**src/rtl/irq_latch_pkg.sv**
```systemverilog
package irq_latch_pkg;

   typedef enum logic {
      IRQ_PULSE = 1'b0,
      IRQ_LEVEL = 1'b1
   } irq_mode_e;

   localparam int unsigned MAX_SRC = 32;

endpackage

```
**src/rtl/irq_sync.sv**
```systemverilog
module irq_sync #(
   parameter int unsigned WIDTH  = 6,
   parameter int unsigned STAGES = 2
) (
   input  logic             clk,
   input  logic             rst_n,
   input  logic [WIDTH-1:0] d_i,
   output logic [WIDTH-1:0] q_o
);

   if (STAGES < 2) begin : g_bad_stages
      $error("irq_sync: STAGES must be at least 2");
   end

   logic [WIDTH-1:0] chain_q [STAGES];

   for (genvar s = 0; s < STAGES; s++) begin : g_stage
      always_ff @(posedge clk or negedge rst_n) begin
         if (!rst_n) begin
            chain_q[s] <= '0;
         end else if (s == 0) begin
            chain_q[s] <= d_i;
         end else begin
            chain_q[s] <= chain_q[(s == 0) ? 0 : s-1];
         end
      end
   end

   assign q_o = chain_q[STAGES-1];

endmodule

```
**src/rtl/irq_rise_det.sv**
```systemverilog
module irq_rise_det #(
   parameter int unsigned WIDTH = 6
) (
   input  logic             clk,
   input  logic             rst_n,
   input  logic [WIDTH-1:0] lvl_i,
   output logic [WIDTH-1:0] rise_o
);

   logic [WIDTH-1:0] lvl_d_q;

   always_ff @(posedge clk or negedge rst_n) begin
      if (!rst_n) begin
         lvl_d_q <= '0;
      end else begin
         lvl_d_q <= lvl_i;
      end
   end

   for (genvar k = 0; k < WIDTH; k++) begin : g_bit
      assign rise_o[k] = lvl_i[k] & ~lvl_d_q[k];
   end

endmodule

```
**src/rtl/irq_status_reg.sv**
```systemverilog
module irq_status_reg #(
   parameter int unsigned WIDTH = 6
) (
   input  logic             clk,
   input  logic             rst_n,
   input  logic             wr_i,
   input  logic [WIDTH-1:0] wdata_i,
   input  logic [WIDTH-1:0] rise_i,
   output logic [WIDTH-1:0] en_o,
   output logic [WIDTH-1:0] sts_o,
   output logic [WIDTH-1:0] sts_nxt_o
);

   logic [WIDTH-1:0] en_q;
   logic [WIDTH-1:0] en_nxt;
   logic [WIDTH-1:0] sts_q;

   // The enable value in force after this edge gates both the set and the hold.
   always_comb begin
      en_nxt = wr_i ? wdata_i : en_q;
   end

   for (genvar k = 0; k < WIDTH; k++) begin : g_bit
      assign sts_nxt_o[k] = en_nxt[k] & (sts_q[k] | rise_i[k]);
   end

   always_ff @(posedge clk or negedge rst_n) begin
      if (!rst_n) begin
         en_q  <= '0;
         sts_q <= '0;
      end else begin
         en_q  <= en_nxt;
         sts_q <= sts_nxt_o;
      end
   end

   assign en_o  = en_q;
   assign sts_o = sts_q;

endmodule

```
**src/rtl/irq_req_gen.sv**
```systemverilog
module irq_req_gen
   import irq_latch_pkg::*;
#(
   parameter int unsigned WIDTH    = 6,
   parameter irq_mode_e   IRQ_MODE = IRQ_PULSE
) (
   input  logic             clk,
   input  logic             rst_n,
   input  logic [WIDTH-1:0] sts_nxt_i,
   output logic             irq_o
);

   logic any_nxt;
   logic irq_q;

   assign any_nxt = |sts_nxt_i;

   if (IRQ_MODE == IRQ_LEVEL) begin : g_level
      always_ff @(posedge clk or negedge rst_n) begin
         if (!rst_n) begin
            irq_q <= 1'b0;
         end else begin
            irq_q <= any_nxt;
         end
      end
   end else begin : g_pulse
      logic any_q;
      always_ff @(posedge clk or negedge rst_n) begin
         if (!rst_n) begin
            any_q <= 1'b0;
            irq_q <= 1'b0;
         end else begin
            any_q <= any_nxt;
            irq_q <= any_nxt & ~any_q;
         end
      end
   end

   assign irq_o = irq_q;

endmodule

```
**src/rtl/irq_latch_ctrl.sv**
```systemverilog
module irq_latch_ctrl
   import irq_latch_pkg::*;
#(
   parameter int unsigned NUM_SRC     = 6,
   parameter int unsigned SYNC_STAGES = 2,
   parameter irq_mode_e   IRQ_MODE    = IRQ_PULSE
) (
   input  logic               clk,
   input  logic               rst_n,
   input  logic [NUM_SRC-1:0] src_i,
   input  logic               en_wr_i,
   input  logic [NUM_SRC-1:0] en_wdata_i,
   output logic [NUM_SRC-1:0] sts_o,
   output logic               irq_o
);

   if (NUM_SRC < 1 || NUM_SRC > MAX_SRC) begin : g_bad_width
      $error("irq_latch_ctrl: NUM_SRC out of range");
   end

   logic [NUM_SRC-1:0] src_sync;
   logic [NUM_SRC-1:0] src_rise;
   logic [NUM_SRC-1:0] en_q;
   logic [NUM_SRC-1:0] sts_nxt;

   irq_sync #(
      .WIDTH  (NUM_SRC),
      .STAGES (SYNC_STAGES)
   ) sync_i (
      .clk   (clk),
      .rst_n (rst_n),
      .d_i   (src_i),
      .q_o   (src_sync)
   );

   irq_rise_det #(
      .WIDTH (NUM_SRC)
   ) rise_i (
      .clk    (clk),
      .rst_n  (rst_n),
      .lvl_i  (src_sync),
      .rise_o (src_rise)
   );

   irq_status_reg #(
      .WIDTH (NUM_SRC)
   ) regs_i (
      .clk       (clk),
      .rst_n     (rst_n),
      .wr_i      (en_wr_i),
      .wdata_i   (en_wdata_i),
      .rise_i    (src_rise),
      .en_o      (en_q),
      .sts_o     (sts_o),
      .sts_nxt_o (sts_nxt)
   );

   irq_req_gen #(
      .WIDTH    (NUM_SRC),
      .IRQ_MODE (IRQ_MODE)
   ) req_i (
      .clk       (clk),
      .rst_n     (rst_n),
      .sts_nxt_i (sts_nxt),
      .irq_o     (irq_o)
   );

endmodule

```
**config.mk**
```make
export PLATFORM = sky130hd
export DESIGN_NAME = irq_latch_ctrl
export DESIGN_NICKNAME = d
export VERILOG_FILES = /design/src/rtl/irq_latch_pkg.sv /design/src/rtl/irq_sync.sv /design/src/rtl/irq_rise_det.sv /design/src/rtl/irq_status_reg.sv /design/src/rtl/irq_req_gen.sv /design/src/rtl/irq_latch_ctrl.sv
export SDC_FILE = /design/constraint.sdc
export NUM_CORES = 1
export LEC_CHECK = 0
export BUFFER_PORTS_ARGS = -buffer_cell sky130_fd_sc_hd__buf_4
export CORE_MARGIN = 2
export CORE_UTILIZATION = 55
export CTS_CLUSTER_DIAMETER = 150
export DETAILED_ROUTE_END_ITERATION = 10
export PLACE_DENSITY_LB_ADDON = 0.08
export SYNTH_ARGS = -nofsm -noshare
export SYNTH_HDL_FRONTEND = slang
export SYNTH_SLANG_ARGS = --single-unit
```
**constraint.sdc**
```tcl
create_clock -name clk -period 1.5 [get_ports clk]
set_input_delay 0.15 -clock clk [delete_from_list [all_inputs] [get_ports clk]]
set_output_delay 0.15 -clock clk [all_outputs]
set_load 0.01 [all_outputs]
```
After elaboration in Yosys (flattened, before gate mapping)

Index checks and enable logic that the tools add are counted.

Register bits after elaboration: 32
Bits in latches: 0
Memory bits (writable): 0
ROM bits: 0
Input port bits: 15
Memories: 0

Add/subtract/negate cells: 0
$mul: 0
Div/mod/pow operators: 0
$lt $le $gt $ge: 0
Eq/ne operators: 0
Shift-type cells: 0
Multiplexer cells: 1
Bitwise logic cells: 26
Reductions and logical operators: 1

Operators with widths:

| operator        | count |
|---|---|
| $and 1x1->1     | 13 |
| $not 1->1       | 7 |
| $mux 6          | 1 |
| $or 1x1->1      | 6 |
| $reduce_or 6->1 | 1 |

Longest topological paths before layout

Gate-level depths: netlist of run 1.

Word-level depth: 6
Mapped depth: 5
Depth with buffers taken out: 4

Modules after synthesis

From an unflattened synthesis of run 1, not the netlist that was laid out.

Cell total of the unflattened synthesis: 61
Area total of the unflattened synthesis: 1,099.8 um^2

By module, submodules not included:

| module         | instances | cells each | area an instance (um^2) | sequential area each (um^2) |
|---|---|---|---|---|
| irq_status_reg | 1         | 25         | 446.7                   | 300.3 |
| irq_sync       | 1         | 18         | 345.3                   | 300.3 |
| irq_rise_det   | 1         | 12         | 232.7                   | 150.1 |
| irq_req_gen    | 1         | 6          | 75.1                    | 50.0 |

Worst setup path after synthesis of run 1

No wires, ideal clock.

Kind: register to register
From: register regs_i.en_q[3], in the netlist regs_i.en_o[3]
To: register req_i.irq_q, in the netlist req_i.irq_o
Library setup time: 0.127 ns
Data arrival time: 0.895 ns
Data required time: 1.373 ns
Slack: 0.478 ns
Cell stages (with the launch flop): 5
Path buffers: 0
Period minus slack after synthesis: 1.022 ns
Cells stage by stage: dfrtp_1 mux2_4 o21a_4 nor2_4 a31oi_1

Word-level cells in the longest chain between the ends: 4

Ends and longest elaborated chain:

| what                     | line                 | text |
|---|---|---|
| start: declaration       | irq_status_reg.sv:14 | `logic [WIDTH-1:0] en_q;` |
| start signal: assignment | irq_status_reg.sv:32 | `en_q <= en_nxt;` |
| $mux 6                   | irq_status_reg.sv:20 | `en_nxt = wr_i ? wdata_i : en_q;` |
| net regs_i.en_nxt[3]     | irq_status_reg.sv:15 | `logic [WIDTH-1:0] en_nxt;` |
| $and 1x1->1              | irq_status_reg.sv:24 | `assign sts_nxt_o[k] = en_nxt[k] & (sts_q[k] \| rise_i[k]);` |
| net regs_i.sts_nxt_o[3]  | irq_status_reg.sv:11 | `output logic [WIDTH-1:0] sts_nxt_o` |
| $reduce_or 6->1          | irq_req_gen.sv:16    | `assign any_nxt = \|sts_nxt_i;` |
| $and 1x1->1              | irq_req_gen.sv:34    | `irq_q <= any_nxt & ~any_q;` |
| end signal: assignment   | irq_req_gen.sv:34    |  |
| end: declaration         | irq_req_gen.sv:14    | `logic irq_q;` |

The timed path passes the listed nets, and every way through them passes these cells.

Worst setup path after layout of run 1

From: register regs_i.en_q[5], in the netlist regs_i.en_o[5]
To: register req_i.irq_q, in the netlist req_i.irq_o

The elaborated chain is that of the path after synthesis.

==> summary.md, run 1 <==
| Metric | Value |
|---|---|
| Pin count of the biggest net entering global routing | `33` |
| Share of post-route cells with drive strength above 1 | `45.7%` |
| Setup_tns | `0 ns` |
| Drt initial violations | `3` |
| Synth top area share | `76.4%` |
| WS Path Type | `flop to flop` |
| Synth Instances | `58` |
| GRT Util Overall | `17.9%` |
| Startpoint class of the critical path | `flop` |
| Worst-Margin Slew | `0.373 ns` |
| CTS Sinks | `32` |
| DRT antenna net count | `0` |
| Root Buffer | `clkbuf_4` |
| Slew Limit Fails | `0` |
| Clock tree buffer depth | `2` |
| Number of global-route vias before repair | `600` |
| N_diodes | `0` |
| Sequential share of the synthesized area | `76.4%` |
| # IOs | `22` |
| Crit. End Element | `flop` |
| Global-route wire length before repair | `between 2 and 2.5 mm` |
| Fillers | `134` |
| Critical Path Sink | `req_i.irq_o` |
| Die Wd | `47.7 um` |
| Setup Skew | `0.00743 ns` |
| Register area | `~800 sq um` |
| Syn_nets | `73` |
| Status | `completed` |
| Syn avg cell area | `18.1 sq um` |
| Worst hold margin | `0.0720 ns` |
| Setup violations, final | `0` |
| Yosys reg bits | `32` |
| NumNets Final | `107` |
| Slew headroom | `about 75%` |
| Postcts setup bufs | `0` |
| Synth cell types | `14` |
| Reg-to-Reg End | `req_i.irq_o` |
| Worst-path maximum fanout | `2` |
| CP startpoint | `regs_i.en_o[5]` |
| Worst path required time | `1.71 ns` |
| Post-synth top area cell | `dfrtp_1` |
| Reg-to-reg critical path startpoint | `regs_i.en_o[5]` |
| RSZ-0062 raised after global routing | `no` |
| Number of remaining DRC errors | `0` |
| FF-to-FF path depth | `4` |
| Max H-tree Level | `2` |
| Gp weighted congestion | `between 0.7 and 0.8` |
| DIE HEIGHT | `47.7 um` |
| Final period util | `71.8%` |
| Number of detailed-route iterations in the first pass | `2` |
| WL final | `1.47 mm` |
| Max_cap viols | `0` |
| Pwr Density | `around 1200 mW/mm^2` |
| Row count | `15` |
| CTS tree | `done` |
| F_max | `0.928 GHz` |
| P&R area growth vs syn | `29.8%` |
| Endpoints failing hold | `0` |
| Synthesized area | `0.00105 sq mm` |
| Cts hold-fix bufs | `7` |
| Cts bufs inserted | `5` |
| Initial core utilization | `between 50 and 60%` |
| Worst skew pair latency | `0.32 ns` |
| Clk pin slew, worst setup/hold paths | `0.09 ns` |
| Core Region | `around 0.0018 sq mm` |
| Max IR drop VDD | `roughly 0.00092 V` |
| Via count | `550` |
| Worst min path class | `input pin to flop` |
| Gates resized, CTS repair | `0` |
| DR WL/cell | `12.5 um` |
| Antenna violations before repair | `0` |
| Period minus WS final | `between 1 and 1.5 ns` |
| Synth Warn # | `0` |
| IO buf count | `21` |
| Worst Path Arrival | `about 1.3 ns` |
| Die area | `0.00227 sq mm` |
| Area occupied by multi-input gates | `229 sq um` |
| Top post-synthesis cells by area | `dfrtp_1 76%, mux2_4 8.6%, nor2b_1 3.6%` |
| Gr ovfl total | `0` |
| Detailed placement HPWL | `around 1.0 mm` |
| Vias per cell | `4.70` |
| Leakage | `0.000663 uW` |
| Reg2Reg Setup Slack | `0.42 ns` |
-- cell usage in the layout, fill, tap and decap left out --
| master | instances |
|---|---|
| and2_4 | 1 |
| a31oi_1 | 1 |
| o21a_4 | 2 |
| dlygate4sd3_1 | 7 |
| o21ai_2 | 2 |
| nor2b_1 | 6 |
| o21a_1 | 1 |
| clkbuf_8 | 2 |
| o21a_2 | 1 |
| nor2_4 | 1 |
| clkbuf_4 | 5 |
| nand3_1 | 1 |
| dfrtp_1 | 32 |
| mux2_4 | 6 |
| inv_1 | 2 |
| buf_4 | 21 |
| nor2_2 | 1 |
-- cells by family after synthesis --
| logic type | synth area share (%) |
|---|---|
| AND/OR/NAND/NOR | 6.56 |
| buffers and inverters | 1.79 |
| AO/OA/AOI/OAI | 6.68 |
| flip-flops | 76.4 |
| multiplexers | 8.59 |
-- layout make-up --
type	instances	area share [%]
Sequential cell	32	58.8
Timing Repair Buffer	28	16.7
Clock buffer	7	4.78
Tap cell	25	2.30
Inverter	2	0.551
Multi-Input combinational cell	23	16.8
-- through the flow --
| stage | power [uW] | setup slack [ns] | utilization (%) | instances | cell area (sq um) |
|---|---|---|---|---|---|
| finish | 1660 | 0.423 | 77.2 | 117 | 1360 |
| global route | 1760 | 0.339 | 77.2 | 117 | 1360 |
| CTS | 1700 | 0.411 | 77.2 | 117 | 1360 |
| detailed placement | 1160 | 0.408 | 69.5 | 103 | 1230 |
| global placement | 1150 | 0.416 | 69.5 | 103 | 1230 |
| floorplan | 1070 | 0.478 | - | 58 | 1050 |
-- routing by layer --
| layer | GRT usage (%) | wire, um | vias to the layer above | part of all wire (%) |
|---|---|---|---|---|
| li1 | - | - | 259 | - |
| met1 | 19.1 | 569 | 270 | 39 |
| met2 | 28.1 | 750 | 16 | 51 |
| met3 | 10.2 | 94 | 5 | 6.4 |
| met4 | 9.73 | 51 | 0 | 3.5 |
| met5 | 0 | 0 | - | 0 |
-- flip-flops by register name, indices dropped and copies added, names as in the netlist --
signal,flops
sync_i.chain_q,6
req_i.g_pulse.any_q,1
sync_i.q_o,6
regs_i.sts_o,6
regs_i.en_o,6
req_i.irq_o,1
rise_i.lvl_d_q,6
-- critical path, cell delays in order (launching register included) --
cell,delay (ns)
dfrtp_1,0.36
mux2_4,0.28
o21a_4,0.12
nor2_2,0.12
a31oi_1,0.08
-- cells in the mapped netlist --
cell / instances
o21a_1: 1
nand3_1: 1
buf_6: 1
dfrtp_1: 32
inv_1: 2
nor2b_1: 6
nor2_4: 1
and2_4: 1
o21a_4: 2
mux2_4: 6
o21ai_2: 2
nor2_2: 1
o21a_2: 1
a31oi_1: 1
-- worst min-delay path by stage --
stage               cells after the start           endpoint  slack [ns]     startpoint
floorplan                               0     regs_i.en_o[0]       -0.15          rst_n
global placement                        1     regs_i.en_o[3]        0.09          rst_n
detailed placement                      1  rise_i.lvl_d_q[3]        0.10          rst_n
CTS                                     2     regs_i.en_o[0]        0.05  en_wdata_i[0]
global route                            2     regs_i.en_o[0]        0.04  en_wdata_i[0]
finish                                  2     regs_i.en_o[0]        0.07  en_wdata_i[0]
-- report_power, final --
part	total (uW)	leakage [uW]	internal [uW]	switching [uW]
Clock	510	0.0000374	265	245
Sequential	953	0.000382	928	25.2
Combinational	197	0.000243	117	79.5
Total	1660	0.000663	1310	350
(Power assumes the default switching activity.)
==> run 2, diff against run 1 <==
--- a/config.mk
+++ b/config.mk
@@ -5,9 +5,11 @@
 export SDC_FILE = /design/constraint.sdc
 export NUM_CORES = 1
 export LEC_CHECK = 0
+export ABC_AREA = 1
 export BUFFER_PORTS_ARGS = -buffer_cell sky130_fd_sc_hd__buf_4
+export CORE_ASPECT_RATIO = 1.75
 export CORE_MARGIN = 2
-export CORE_UTILIZATION = 55
+export CORE_UTILIZATION = 46
 export CTS_CLUSTER_DIAMETER = 150
 export DETAILED_ROUTE_END_ITERATION = 10
 export PLACE_DENSITY_LB_ADDON = 0.08
==> constraint.sdc (replaced) <==
create_clock -name clk -period 0.98 [get_ports clk]
set_input_delay 0.098 -clock clk [delete_from_list [all_inputs] [get_ports clk]]
set_output_delay 0.098 -clock clk [all_outputs]
set_load 0.01 [all_outputs]
==> summary.md, run 2 <==
| Metric | Value |
|---|---|
| Status | `completed` |
| RSZ-0062 raised after global routing | `yes` |
| Synth cell types | `9` |
| Post-synth top area cell | `dfrtp_1` |
| P&R area growth vs syn | `36.9%` |
| Slowest-stage cell, CP | `dfrtp_1` |
| Worst path required time | `0.88 ns` |
| Setup Skew | `0.00561 ns` |
| FF-to-FF path depth | `6` |
| Worst Slack Setup Final | `0.0329 ns` |
| DIE HEIGHT | `67.1 um` |
| Number of detailed-route iterations in the first pass | `2` |
| IO buf count | `21` |
| Synthesized area | `0.00105 sq mm` |
| Synth Warn # | `0` |
| Cts bufs inserted | `5` |
| Worst skew pair latency | `0.32 ns` |
| Setup WS pre-CTS | `0.0294 ns` |
| Most common cell after layout, fill and taps aside | `dfrtp_1` |
| Post-synth EDFFs | `0` |
| Syn_nets | `between 100 and 150` |
| Die Wd | `around 40 um` |
| Setup violations, final | `0` |
| Startpoint class of the critical path | `flop` |
| CP Buf/Inv Count | `1` |
| Net switching share of the total power | `23.3%` |
| Number of global-route vias before repair | `673` |
| Pin count of the biggest net entering global routing | `33` |
| Fillers | `approximately 170` |
| Main synth FF type | `dfrtp_1` |
| Worst Path Arrival | `between 0.8 and 0.9 ns` |
| Slew headroom | `74.2%` |
| Syn avg cell area | `11.6 sq um` |
| Clock tree buffer depth | `2` |
| CP delay by family, top | `flip-flops` |
| Period minus WS final | `0.947 ns` |
| Synth top area share | `76.5%` |
| Gp weighted congestion | `0.683` |
| Clk pwr share | `30.3%` |
| Worst min path class | `input pin to flop` |
| WL final | `1.61 mm` |
| Commonest non-fill, non-tap cells in the layout | `32 x dfrtp_1, 27 x nand2_1, 19 x buf_4` |
| Root Buffer | `clkbuf_4` |
| # IOs | `22` |
| Max H-tree Level | `2` |
| Synth cell count leaders | `32 x dfrtp_1, 31 x nand2_1, 17 x inv_1` |
| Crit-path max cell delay | `0.40 ns` |
| Clk pin slew, worst setup/hold paths | `0.09 ns` |
| NumNets Final | `144` |
| WS Path Type | `flop to output pin` |
| Synth Instances | `90` |
| Worst-Margin Slew | `between 0.3 and 0.4 ns` |
| F_max | `1.06 GHz` |
| Die area | `0.00269 sq mm` |
| Worst-path maximum fanout | `2` |
| Met1 wire length | `between 600 and 700 um` |
| Sequential share of the synthesized area | `between 70% and 80%` |
| Antenna violations before repair | `0` |
| Initial core utilization | `about half` |
| N_diodes | `0` |
| Part of the power in registers | `57.8%` |
| Net Switching | `between 500 and 600 uW` |
| Synth async-reset ratio | `100%` |
| Top-count cell post-synth | `dfrtp_1` |
| Vias per cell | `4.38` |
| DR WL/cell | `10.4 um` |
| Final period util | `between 90% and 100%` |
| Gr ovfl total | `0` |
| Via count | `674` |
| Global-route wire length before repair | `approximately 2.7 mm` |
| Crit path cell chain | `buf_6` |
| Crit. End Element | `output pin` |
| DRT antenna net count | `0` |
| Logic pwr share | `a little under an eighth` |
| Share of post-route cells with drive strength above 1 | `30.8%` |
| Row count | `22` |
| Met2 WL | `approximately 760 um` |
| Max IR drop VDD | `0.00125 V` |
| Detailed placement HPWL | `1.08 mm` |
| Slew Limit Fails | `0` |
| Number of remaining DRC errors | `0` |
| Core Region | `0.00212 sq mm` |
| Yosys reg bits | `32` |
| CTS Sinks | `32` |
| CP Depth | `1` |
| Leakage | `0.000802 uW` |
| Drt initial violations | `6` |
| Endpoints failing hold | `0` |
| Max_cap viols | `0` |
| Pwr Density | `between 1500 and 2000 mW/mm^2` |
| Setup_tns | `0 ns` |
| Met3 WL | `108 um` |
| Hold Crit Depth | `3` |
| Top Metal Used | `met4` |
| GRT Util Overall | `roughly 16%` |
| P_int | `1920 uW` |
| Top post-synthesis cells by area | `dfrtp_1 76%, nand2_1 11%, inv_1 6.1%` |
| CTS tree | `done` |
[run 2: cell count changes after synthesis, moves of 2 or more]
cell	before	now
o21a_4	2	0
nor2b_1	6	0
inv_1	2	17
mux2_4	6	0
o21ai_2	2	0
nand2_2	0	4
o21bai_1	0	2
nand2_1	0	31
[run 2: power groups by stage]
stage                     Combinational, uW  Sequential (uW)  Clock [uW]
after floorplan                        98.2             1480           0
after global routing                    337             1450         840
after global placement                  234             1470           0
after detailed placement                241             1470           0
after CTS                               269             1440         789
final                                   296             1440         757
[run 2: final cells by class]
cell class	count	area, sq um	area share, %
tap	24	30.0	2.09
multi-input combinational	40	199	13.9
inverter	18	67.6	4.71
clock buffer	8	58.8	4.10
sequential	32	801	55.8
timing repair buffer	32	278	19.4
[run 2: cells by family after synthesis]
family	after synthesis	synth area share, %
buffers and inverters	18	6.45
AND/OR/NAND/NOR	37	15.2
AO/OA/AOI/OAI	3	1.91
flip-flops	32	76.5
[run 2: routing by layer]
| layer | GRT usage (%) | up-vias |
|---|---|---|
| met5 | 0 | - |
| met4 | 12.9 | 0 |
| met3 | 6.00 | 7 |
| met2 | 22.6 | 21 |
| met1 | 18.8 | 309 |
| li1 | - | 337 |
[run 2: path summary, 6_finish.rpt]
| check | from | to | slack [ns] |
|---|---|---|---|
| min in group asynchronous | rst_n | sync_i.q_o[0] | 0.23 |
| hold / removal | en_wdata_i[3] | regs_i.en_o[3] | 0.01 |
| setup / recovery | regs_i.sts_o[1] | sts_o[1] | 0.03 |
| hold reg to reg | sync_i.chain_q[10] | sync_i.q_o[4] | 0.35 |
| setup reg to reg | sync_i.q_o[1] | req_i.irq_o | 0.03 |
| max in group asynchronous | rst_n | regs_i.en_o[5] | 0.46 |
[run 2: worst register-to-register path, stage by stage (launching register included)]
cell	delay (ns)
dfrtp_1	0.40
nand2_1	0.07
nand2_1	0.06
nand2_2	0.08
nand2_4	0.06
nor2_4	0.11
a21oi_1	0.06
[run 2: stage by stage]
| step | cell area (sq um) | power (uW) | hold slack, ns | cells | util [%] |
|---|---|---|---|---|---|
| global placement | 1230 | 1700 | 0.0449 | 135 | 58.3 |
| finish | 1430 | 2500 | 0.0106 | 154 | 67.7 |
| CTS | 1380 | 2500 | -0.00298 | 152 | 65.3 |
| floorplan | 1050 | 1570 | -0.198 | 90 | - |
| detailed placement | 1230 | 1710 | 0.0530 | 135 | 58.3 |
| global route | 1430 | 2630 | 0.00644 | 154 | 67.7 |
[run 2: repair_timing]
item,CTS,global route
hold buffers,9,0
endpoints found under the hold margin,41,0
resized for setup,0,10
setup buffers,0,2
endpoints found under the setup margin,0,6
==> run 3, diff against run 2 <==
--- a/config.mk
+++ b/config.mk
@@ -5,7 +5,6 @@
 export SDC_FILE = /design/constraint.sdc
 export NUM_CORES = 1
 export LEC_CHECK = 0
-export ABC_AREA = 1
 export BUFFER_PORTS_ARGS = -buffer_cell sky130_fd_sc_hd__buf_4
 export CORE_ASPECT_RATIO = 1.75
 export CORE_MARGIN = 2
==> summary.md, run 3 (same netlist as run 1, synthesis figures left out) <==
| Metric | Value |
|---|---|
| Status | `complete, but fails checks` |
| Failing checks | `setup timing` |
| Worst-Margin Slew | `0.380 ns` |
| DRT antenna net count | `0` |
| Setup violations, final | `2` |
| DR WL/cell | `12.7 um` |
| Worst skew pair latency | `0.33 ns` |
| Util after Layout | `66.2%` |
| CP Buf/Inv Count | `0` |
| Area occupied by multi-input gates | `240 sq um` |
| NumNets Final | `about 110` |
| CP Depth | `4` |
| Crit-path max cell delay | `0.37 ns` |
| RSZ-0062 raised after global routing | `yes` |
| Critical Path Sink | `req_i.irq_o` |
| Gr ovfl total | `0` |
| Global-route wire length before repair | `2.55 mm` |
| IO buf count | `21` |
| Register area | `approximately 800 sq um` |
| Cts bufs inserted | `5` |
| Layout Cells excl Fill | `~120` |
| Fillers | `164` |
| Die Wd | `40.1 um` |
| Cts hold-fix bufs | `7` |
| N_diodes | `0` |
| Number of detailed-route iterations in the first pass | `2` |
| Antenna violations before repair | `0` |
| Endpoints failing hold | `0` |
| Gp weighted congestion | `0.608` |
| Number of remaining DRC errors | `0` |
| Vias per cell | `4.80` |
| Max H-tree Level | `2` |
| Slowest-stage cell, CP | `dfrtp_1` |
| Number of cells after detailed placement | `104` |
| # IOs | `22` |
| Setup Skew | `0.00526 ns` |
| Slew Limit Fails | `0` |
| Worst Path Arrival | `between 1 and 1.5 ns` |
| Via count | `between 500 and 600` |
| GRT Util Overall | `between 10% and 20%` |
| Pin count of the biggest net entering global routing | `33` |
| WS Path Type | `flop to flop` |
| Final period util | `113%` |
| Worst min path class | `input pin to flop` |
| Root Buffer | `clkbuf_4` |
| Max_cap viols | `0` |
| F_max | `between 0.9 and 1 GHz` |
| Drt initial violations | `4` |
| Reg2Reg Setup Slack | `-0.12 ns` |
| Startpoint class of the critical path | `flop` |
| Core Region | `0.00212 sq mm` |
| Crit path cell chain | `mux2_4, o21a_4, nor2_2, a31oi_1` |
| DIE HEIGHT | `67.2 um` |
| Pwr Density | `1830 mW/mm^2` |
| Row count | `22` |
| Max IR drop VDD | `0.00106 V` |
| WL final | `between 1.5 and 2 mm` |
| FF-to-FF path depth | `4` |
| Most common cell after layout, fill and taps aside | `dfrtp_1` |
| Commonest non-fill, non-tap cells in the layout | `32 x dfrtp_1, 17 x buf_4, 7 x dlygate4sd3_1` |
| P&R area growth vs syn | `33.8%` |
| Reg-to-Reg End | `req_i.irq_o` |
| Die area | `0.00269 sq mm` |
| Number of global-route vias before repair | `roughly 600` |
| CP delay by family, top | `flip-flops` |
| Crit. End Element | `flop` |
| Detailed placement HPWL | `roughly 960 um` |
| Initial core utilization | `approximately half` |
| Clk pin slew, worst setup/hold paths | `0.09 ns` |
| CTS Sinks | `32` |
| Worst path required time | `1.20 ns` |
| Clock tree buffer depth | `2` |
| Share of post-route cells with drive strength above 1 | `48.4%` |
| CP startpoint | `regs_i.en_o[5]` |
| CTS tree | `done` |
| Worst Slack Setup Final | `-0.124 ns` |
| Period minus WS final | `about 1.1 ns` |
| Reg-to-reg critical path startpoint | `regs_i.en_o[5]` |
| Slew headroom | `~75%` |
| Worst-path maximum fanout | `2` |
| Leakage | `0.000672 uW` |
## run 3: changes by cell type in the layout (fill, tap and decap cells not counted), sizes merged
cell,before,now
nand2,36,0
inv,18,2
mux2,0,6
nor2b,0,6
o21a,0,4
dlygate4sd3,9,7
o21ai,0,2
o21bai,2,0
a21oi,1,0
a31oi,0,1
and2,0,1
nand3,0,1
nor2,1,2
## run 3: what timing repair did
| item | 4_1_cts | 5_1_grt |
|---|---|---|
| gates cloned | 0 | 0 |
| buffers inserted | 0 | 0 |
| pin swaps | 1 | 2 |
| endpoints found under the hold margin | 39 | 1 |
| endpoints found under the setup margin | 8 | 10 |
| resized for setup | 5 | 4 |
## run 3: area by class of cell
cell class | instances | share of cell area (%)
Clock buffer | 8 | 4.19
Inverter | 2 | 0.535
Multi-Input combinational cell | 23 | 17.1
Sequential cell | 32 | 57.1
Tap cell | 24 | 2.14
Timing Repair Buffer | 30 | 18.9
## run 3: where the power goes
| part | total [uW] | switching (uW) | leakage [uW] | internal (uW) |
|---|---|---|---|---|
| Clock | 761 | 408 | 0.0000326 | 353 |
| Combinational | 339 | 131 | 0.000257 | 208 |
| Sequential | 1460 | 42.5 | 0.000382 | 1420 |
## run 3: worst min path at each step
stage               cells past startpoint           from  slack (ns)           endpoint
floorplan                               0          rst_n       -0.20     regs_i.en_o[0]
global placement                        1          rst_n        0.04  rise_i.lvl_d_q[3]
detailed placement                      1          rst_n        0.05    regs_i.sts_o[3]
CTS                                     2  en_wdata_i[2]       -0.01     regs_i.en_o[2]
global route                            2  en_wdata_i[4]      -0.003     regs_i.en_o[4]
finish                                  2  en_wdata_i[2]       0.006     regs_i.en_o[2]
## run 3: stage by stage
stage / setup TNS, ns / total power, uW / setup WS [ns] / hold slack [ns] / area [sq um]
after floorplan: -0.0765 / 1640 / -0.0405 / -0.198 / 1050
final: -0.226 / 2560 / -0.124 / 0.00607 / 1400
after global placement: -0.152 / 1770 / -0.0816 / 0.0426 / 1250
after detailed placement: -0.180 / 1790 / -0.0974 / 0.0536 / 1250
after global routing: -0.528 / 2710 / -0.164 / -0.00256 / 1400
after CTS: -0.264 / 2610 / -0.109 / -0.0109 / 1390
## run 3: per-layer routing
layer | GRT usage (%) | wire length [um]
met1 | 16.5 | 567
met2 | 22.0 | 755
met3 | 7.24 | 118
met4 | 12.9 | 64
met5 | 0 | 0
